`src/rtl/dsp_and_unit.sv`:
```
module dsp_and_unit #(
  parameter int WORD_W  = 32,
  parameter int GUARD_W = 8
) (
  input  logic                       clk,
  input  logic                       rst_n,
  input  logic                       instr_valid,
  input  logic [31:0]                instr,
  input  logic [2:0]                 cs_mode,
  input  logic                       wr_en,
  input  logic [2:0]                 wr_sel,
  input  logic [WORD_W+GUARD_W-1:0]  wr_data,
  input  logic [2:0]                 rd_sel,
  output logic [WORD_W+GUARD_W-1:0]  rd_data,
  output logic                       flag_dc,
  output logic                       flag_n,
  output logic                       flag_z,
  output logic                       flag_v,
  output logic                       flag_gt
);
  localparam int ACC_W  = WORD_W + GUARD_W;
  localparam int HALF   = WORD_W / 2;
  localparam int NREG   = 8;
  localparam int A0_IDX = 6;
  localparam int A1_IDX = 7;

  logic [ACC_W-1:0] rf [NREG];

  logic [1:0] cc, xx, yy;
  logic [3:0] dz;
  logic       hdr_ok, cond_ok, dz_ok, ins_wr, flag_upd;
  logic [2:0] sx_idx, sy_idx;
  logic [HALF-1:0] and_hi;
  logic [ACC_W-1:0] res_full;
  logic       n_w, z_w, dc_w;
  logic       unused_dontcare;

  assign cc = instr[9:8];
  assign xx = instr[7:6];
  assign yy = instr[5:4];
  assign dz = instr[3:0];
  assign unused_dontcare = ^instr[25:16];

  assign hdr_ok  = (instr[31:26] == 6'b111110) && (instr[15:10] == 6'b100101) && (cc != 2'b00);
  assign cond_ok = (cc == 2'b01) || (cc == 2'b10 && flag_dc) || (cc == 2'b11 && !flag_dc);
  assign dz_ok   = !dz[3];
  assign ins_wr  = instr_valid && hdr_ok && cond_ok && dz_ok;
  assign flag_upd = ins_wr && (cc == 2'b01);

  always_comb begin
    case (xx)
      2'b00:   sx_idx = 3'd0;
      2'b01:   sx_idx = 3'd1;
      2'b10:   sx_idx = 3'(A0_IDX);
      default: sx_idx = 3'(A1_IDX);
    endcase
    case (yy)
      2'b00:   sy_idx = 3'd2;
      2'b01:   sy_idx = 3'd3;
      2'b10:   sy_idx = 3'd4;
      default: sy_idx = 3'd5;
    endcase
  end

  assign and_hi   = rf[sx_idx][WORD_W-1:HALF] & rf[sy_idx][WORD_W-1:HALF];
  assign res_full = {{GUARD_W{1'b0}}, and_hi, {HALF{1'b0}}};

  assign n_w = and_hi[HALF-1];
  assign z_w = (and_hi == '0);

  always_comb begin
    case (cs_mode)
      3'b001:  dc_w = n_w;
      3'b010:  dc_w = z_w;
      default: dc_w = 1'b0;
    endcase
  end

  genvar g;
  generate
    for (g = 0; g < NREG; g++) begin : g_reg
      localparam bit HAS_GUARD = (g == A0_IDX) || (g == A1_IDX);
      logic [ACC_W-1:0] load_val;
      if (HAS_GUARD) begin : g_acc
        assign load_val = wr_data;
      end else begin : g_plain
        assign load_val = {{GUARD_W{1'b0}}, wr_data[WORD_W-1:0]};
      end
      always_ff @(posedge clk or negedge rst_n) begin
        if (!rst_n)
          rf[g] <= '0;
        else if (ins_wr && dz[2:0] == 3'(g))
          rf[g] <= res_full;
        else if (wr_en && wr_sel == 3'(g))
          rf[g] <= load_val;
      end
    end
  endgenerate

  assign rd_data = rf[rd_sel];

  always_ff @(posedge clk or negedge rst_n) begin
    if (!rst_n) begin
      flag_dc <= 1'b0;
      flag_n  <= 1'b0;
      flag_z  <= 1'b0;
      flag_v  <= 1'b0;
      flag_gt <= 1'b0;
    end else if (flag_upd) begin
      flag_dc <= dc_w;
      flag_n  <= n_w;
      flag_z  <= z_w;
      flag_v  <= 1'b0;
      flag_gt <= !n_w && !z_w;
    end
  end
endmodule


```
`config.mk`:
```
export PLATFORM = sky130hd
export DESIGN_NAME = dsp_and_unit
export DESIGN_NICKNAME = d
export VERILOG_FILES = /design/src/rtl/dsp_and_unit.sv
export SDC_FILE = /design/constraint.sdc
export NUM_CORES = 1
export LEC_CHECK = 0
export BUFFER_PORTS_ARGS = -buffer_cell sky130_fd_sc_hd__buf_2
export CORE_ASPECT_RATIO = 1.25
export CORE_UTILIZATION = 50
export DETAILED_ROUTE_END_ITERATION = 8
export PLACE_DENSITY = 0.74
export REMOVE_ABC_BUFFERS = 1
export SKIP_CTS_REPAIR_TIMING = 1
export SYNTH_ARGS = -nofsm -noshare
export SYNTH_HDL_FRONTEND = slang
export SYNTH_SLANG_ARGS = --single-unit
```
`constraint.sdc`:
```
create_clock -name clk -period 1.7 [get_ports clk]
set_input_delay 0.085 -clock clk [delete_from_list [all_inputs] [get_ports clk]]
set_output_delay 0.085 -clock clk [all_outputs]
set_load 0.02 [all_outputs]
```
# Word level (Yosys, flattened, before mapping)
# Index checks and enable logic that the tools add are counted.
# op_classes
n_mux	28
n_bitwise	4
n_eq_ne	25
multipliers	0
shift	0
add_sub_neg	0
magnitude_cmp	3
n_div	0
reduce_logical	45
# ops
op	n
two-way mux 40 bit	18
binary-select mux 40 bit (select 3 bit)	3
two-way mux 32 bit	4
logical AND 1 bit	25
equality test 3 bit, second input constant	8
one-hot mux 3 bit (3 select lines)	2
nonzero test 2 bit	9
AND 16 bit	1
zero test 16 bit	1
equality test 3 x 2 -> 1 bit, second input constant	5
equality test 6 bit, second input constant	2
>= comparator 4 bit, second input constant	3
inverter 3 -> 4 bit	3
equality test 3 x 1 -> 1 bit, second input constant	3
equality test 2 bit, second input constant	4
equality test 2 x 1 -> 1 bit, second input constant	3
zero test 3 bit	2
zero test 1 bit	4
zero test 2 bit	2
logical OR 1 bit	2
one-hot mux 1 bit (2 select lines)	1
# word_totals
latchBits	0
ram_bits	0
regBits	324
wordCells	117
output_inout_bits	45
rom_bits	0
mem_count	0

# Logic depth before layout (Yosys ltp)
# depth
depth_word	10
mapped_depth	8
depth_no_buf	5

# Worst setup path after synthesis
# No wires, ideal clock.
# synth_timing
path_kind	flip-flop to flip-flop
from	reg flag_dc
to	reg rf[126] (netlist name)
arrival_ns	1.706
setup_time_ns	0.132
required_ns	1.568
slack_ns	-0.138
stages_incl_launch_ff	7
n_path_buf	2
path_cell_list	dfrtp_1 -> nand2_1 -> xor2_1 -> nor4_1 -> clkbuf_1 -> clkbuf_1 -> nor2_1
# synth_between
elab_chain_cells	7
word_cells_on_any_way	10
# synth_lines
element	line	source
from (decl)	15	output logic flag_dc,
from (signal assigned)	110	flag_dc <= dc_w;
logical AND 1 bit / zero test 1 bit (equally long branches)	45	assign cond_ok = (cc == 2'b01) || (cc == 2'b10 && flag_dc) || (cc == 2'b11 && !flag_dc);
logical OR 1 bit / logical AND 1 bit (equally long branches)	45	
logical OR 1 bit (*)	45	
logical AND 1 bit (*) (2 in series)	47	assign ins_wr = instr_valid && hdr_ok && cond_ok && dz_ok;
logical AND 1 bit (*)	92	else if (ins_wr && dz[2:0] == 3'(g))
two-way mux 40 bit / nonzero test 2 bit (equally long branches)	--	
to (signal, indexed assignment)	93	rf[g] <= res_full;
to (signal, indexed assignment)	95	rf[g] <= load_val;
to (decl)	27	logic [ACC_W-1:0] rf [NREG];
# Every way passes the cells marked *; elsewhere a longest branch is shown, timed or not.
# A chain may end at the register's enable or synchronous reset.

# Final worst setup path
# layout_timing
from	reg rf[299] (netlist name)
to	out rd_data[19]
# layout_between
elab_chain_cells	3
# layout_lines
element	line	source
binary-select mux 40 bit (select 3 bit)	100	assign rd_data = rf[rd_sel];
two-way mux 40 bit (not written as such) (2 in series)	100	
to (decl)	14	output logic [WORD_W+GUARD_W-1:0] rd_data,
# Every way passes these cells. The select of a mux whose other input is x is not followed.

==> results.yml <==
synthesis:
  syn_inst: 1307
  synthMuxAreaShare: 0.355
  synthXorXnorAreaFrac: 0.000577
  synth_top_family_by_area: "multiplexers"
  synth_top_cell_by_area: "dfrtp_1"
  synth_cell_type_count: 36
  synth_compound_area_frac: 0.0437
  ys_ff_latch: 276
  yosys_warnings: 0
  synth_top_area_share: 0.455
  ys_seq_area_frac: 0.455
  synth.top_cells.by_area: "dfrtp_1 (45%), mux2i_1 (18%), mux4_2 (13%)"
  synth-edff-count: 0
  synthAdderAreaFrac: 0
  ys_async_sr_fraction: 1.00
  syn_avg_cell_area_um2: 11.6
  synth_area_um2: 15200
  yosys.area_share.simple: 0.0932
  ys_dominant_reg_cell: "dfrtp_1"
floorplanning:
  die_w_um: 158
  core-area_um2: 30000
  die-height_um: 197
  die_area_um2: 31100
  start_util: 0.506
  num_io_pins: 130
  row_count: 71
clock_tree:
  clk_latency_ps: 560
  cts-buffers-inserted: 29
  cts_root_buffer: "clkbuf_16"
  htree_levels: 1
  cts_tree: "built"
  clockBufferDepth: 3
  clock-sinks: 276
  path_clk_slew_ps: 70
critical_path:
  slowest_delay_ps: 460
  r2r_cells: 5
  startpoint_type: "flop"
  rrSetupSlack_ps: -290
  crit_slowest_cell: "mux4_2"
  reg2reg_to: "flag_gt"
  worstPathMaxFanout: 2
  rr_startpoint: "rf[270]"
  worstPathArrival_ps: 2020
  path_class: "reg -> out"
  crit_chain: "buf_4 > mux4_2 > mux2_4 > buf_6"
  end_kind: "primary output"
  cp.required_ps: 1620
global_routing:
  grt_max_degree: 60
  antenna_found_initial: 0
  grt_pass1_wl_um: 66000
  overflow: 0
  first_global_vias: 11906
  grt.total_usage: 0.281
status:
  status: "finished, violations left"
  violations: "negative setup slack"
sta:
  min_period_ps: 2110
  layout_setup_ws_ps: -407
  tns_ps: -10970
  fin_crit_sh: 1.24
  clock_skew_ps: 8.75
  worst_pin_slew_ps: 557
  fmax_mhz: 475
  holdWs_ps: 56.4
  grt_setup_unrepaired: "yes"
  finalHoldViolations: 0
  setup_violations: 70
  final-max-slew-violation-count: 0
  slew_headroom: 0.629
power:
  ir_drop_v: 0.000816
  power.leakage_nw: 9.53
  p_per_area_nw_per_um2: 1120
  power_mw: 22.8
routing:
  routedWlPerCell_um: 23.7
  initialDrtViolationCount: 1006
  viasPerCell: 6.04
  dr.pass1.iters: 7
  finalWirelength_um: 48200
  ant_nets: 0
  drc: 0
  vias: 12293
worst_hold_path:
  hp-class: "in -> async"
placement:
  place_hpwl_um: 26200
  dp.cells: 1871
  gp_congestion: 0.844
  port_buffers: 118
  place_area_um2: 17500
  place_ws_ps: -391
final_layout:
  antenna_cells: 0
  stdcell_count: 2034
  drive_gt1_frac: 0.367
  fill_cells: 2074
  fin_nets: 1697
  stdcell_area_um2: 20300
  fin_util: 0.676
  synthToLayoutAreaGrowth_pct: 33.7
flow_run:
  drv_cap: 0
[cell families (layout without fill, tap and decap cells)]
family	Yosys count	in the layout
mux	411	411
xor+xnor	1	1
buf+inv	152	478
other cells	1	1
compound gates	131	131
flops	276	276
simple gates	335	335
[cells in the final DEF, fill, tap and decap left out, types with 4 or more instances in the layout]
cell type / count
clkbuf_16: 37
clkinv_2: 4
buf_12: 35
nand2_1: 116
mux2_4: 29
mux4_1: 6
buf_6: 81
mux2i_1: 280
mux2_2: 6
dlygate4sd3_1: 45
clkbuf_8: 11
nor2_1: 152
nand2_2: 16
and2_4: 6
o21ai_0: 85
dfrtp_1: 276
mux4_2: 90
o21ai_1: 42
nor4_4: 9
buf_4: 168
and2_1: 10
buf_2: 83
bufinv_16: 4
[registers in the layout, indices dropped and copies added, names as in the netlist]
signal	cells
flag_z	1
flag_gt	1
flag_n	1
rf	272
flag_dc	1
[critical path: cells and delay by family, from the launching register on]
kind,cells,cell delay [ps]
multiplexers,2,780
flip-flops,1,400
buffers and inverters,2,290
[synthesized netlist by cell type (2+ instances only)]
cell type	n
and2_1	15
buf_6	8
clkbuf_8	11
nand4_1	2
mux4_1	7
nand4b_1	3
mux2_2	35
nand2b_1	3
nor3_1	2
nor3b_1	3
buf_1	31
clkbuf_1	69
and4_1	2
dfrtp_1	276
nor4_1	10
nand2_1	132
buf_2	29
o21ai_0	129
nor2_1	155
nor4_2	2
mux4_2	89
mux2i_1	280
[worst max-delay path by stage]
stage,to,from,depth (start not counted)
finish,rd_data[19],rf[299],4
global route,rd_data[19],rf[299],4
CTS,rd_data[18],rf[18],4
detailed placement,flag_z,instr[7],8
global placement,flag_z,instr[7],8
floorplan,rf[16],flag_dc,4
[per-layer routing]
metal | global-route usage | wire (um) | vias to the layer above
met1 | 0.351 | 17700 | 6239
met3 | 0.0385 | 4060 | 177
met2 | 0.489 | 24000 | 636
met4 | 0.113 | 2460 | 0
li1 | - | - | 5241
met5 | 0 | 0 | -
[final cells by class]
class                           count  area, um^2  area share
Clock buffer                       42         875      0.0431
Clock inverter                     10         156     0.00770
Inverter                            1        3.75    0.000185
Multi-Input combinational cell    879        7830       0.386
Sequential cell                   276        6910       0.340
Tap cell                          401         502      0.0247
Timing Repair Buffer              425        4030       0.199
[where the power goes]
part | leakage [nW] | switching (mW) | total, mW | internal (mW)
registers | 3.32 | 0.886 | 8.89 | 8.00
clock network | 0.509 | 2.70 | 6.85 | 4.15
logic | 5.70 | 3.02 | 7.07 | 4.05
total | 9.53 | 6.61 | 22.8 | 16.2
Note: power is estimated with default switching activity, not from simulation.
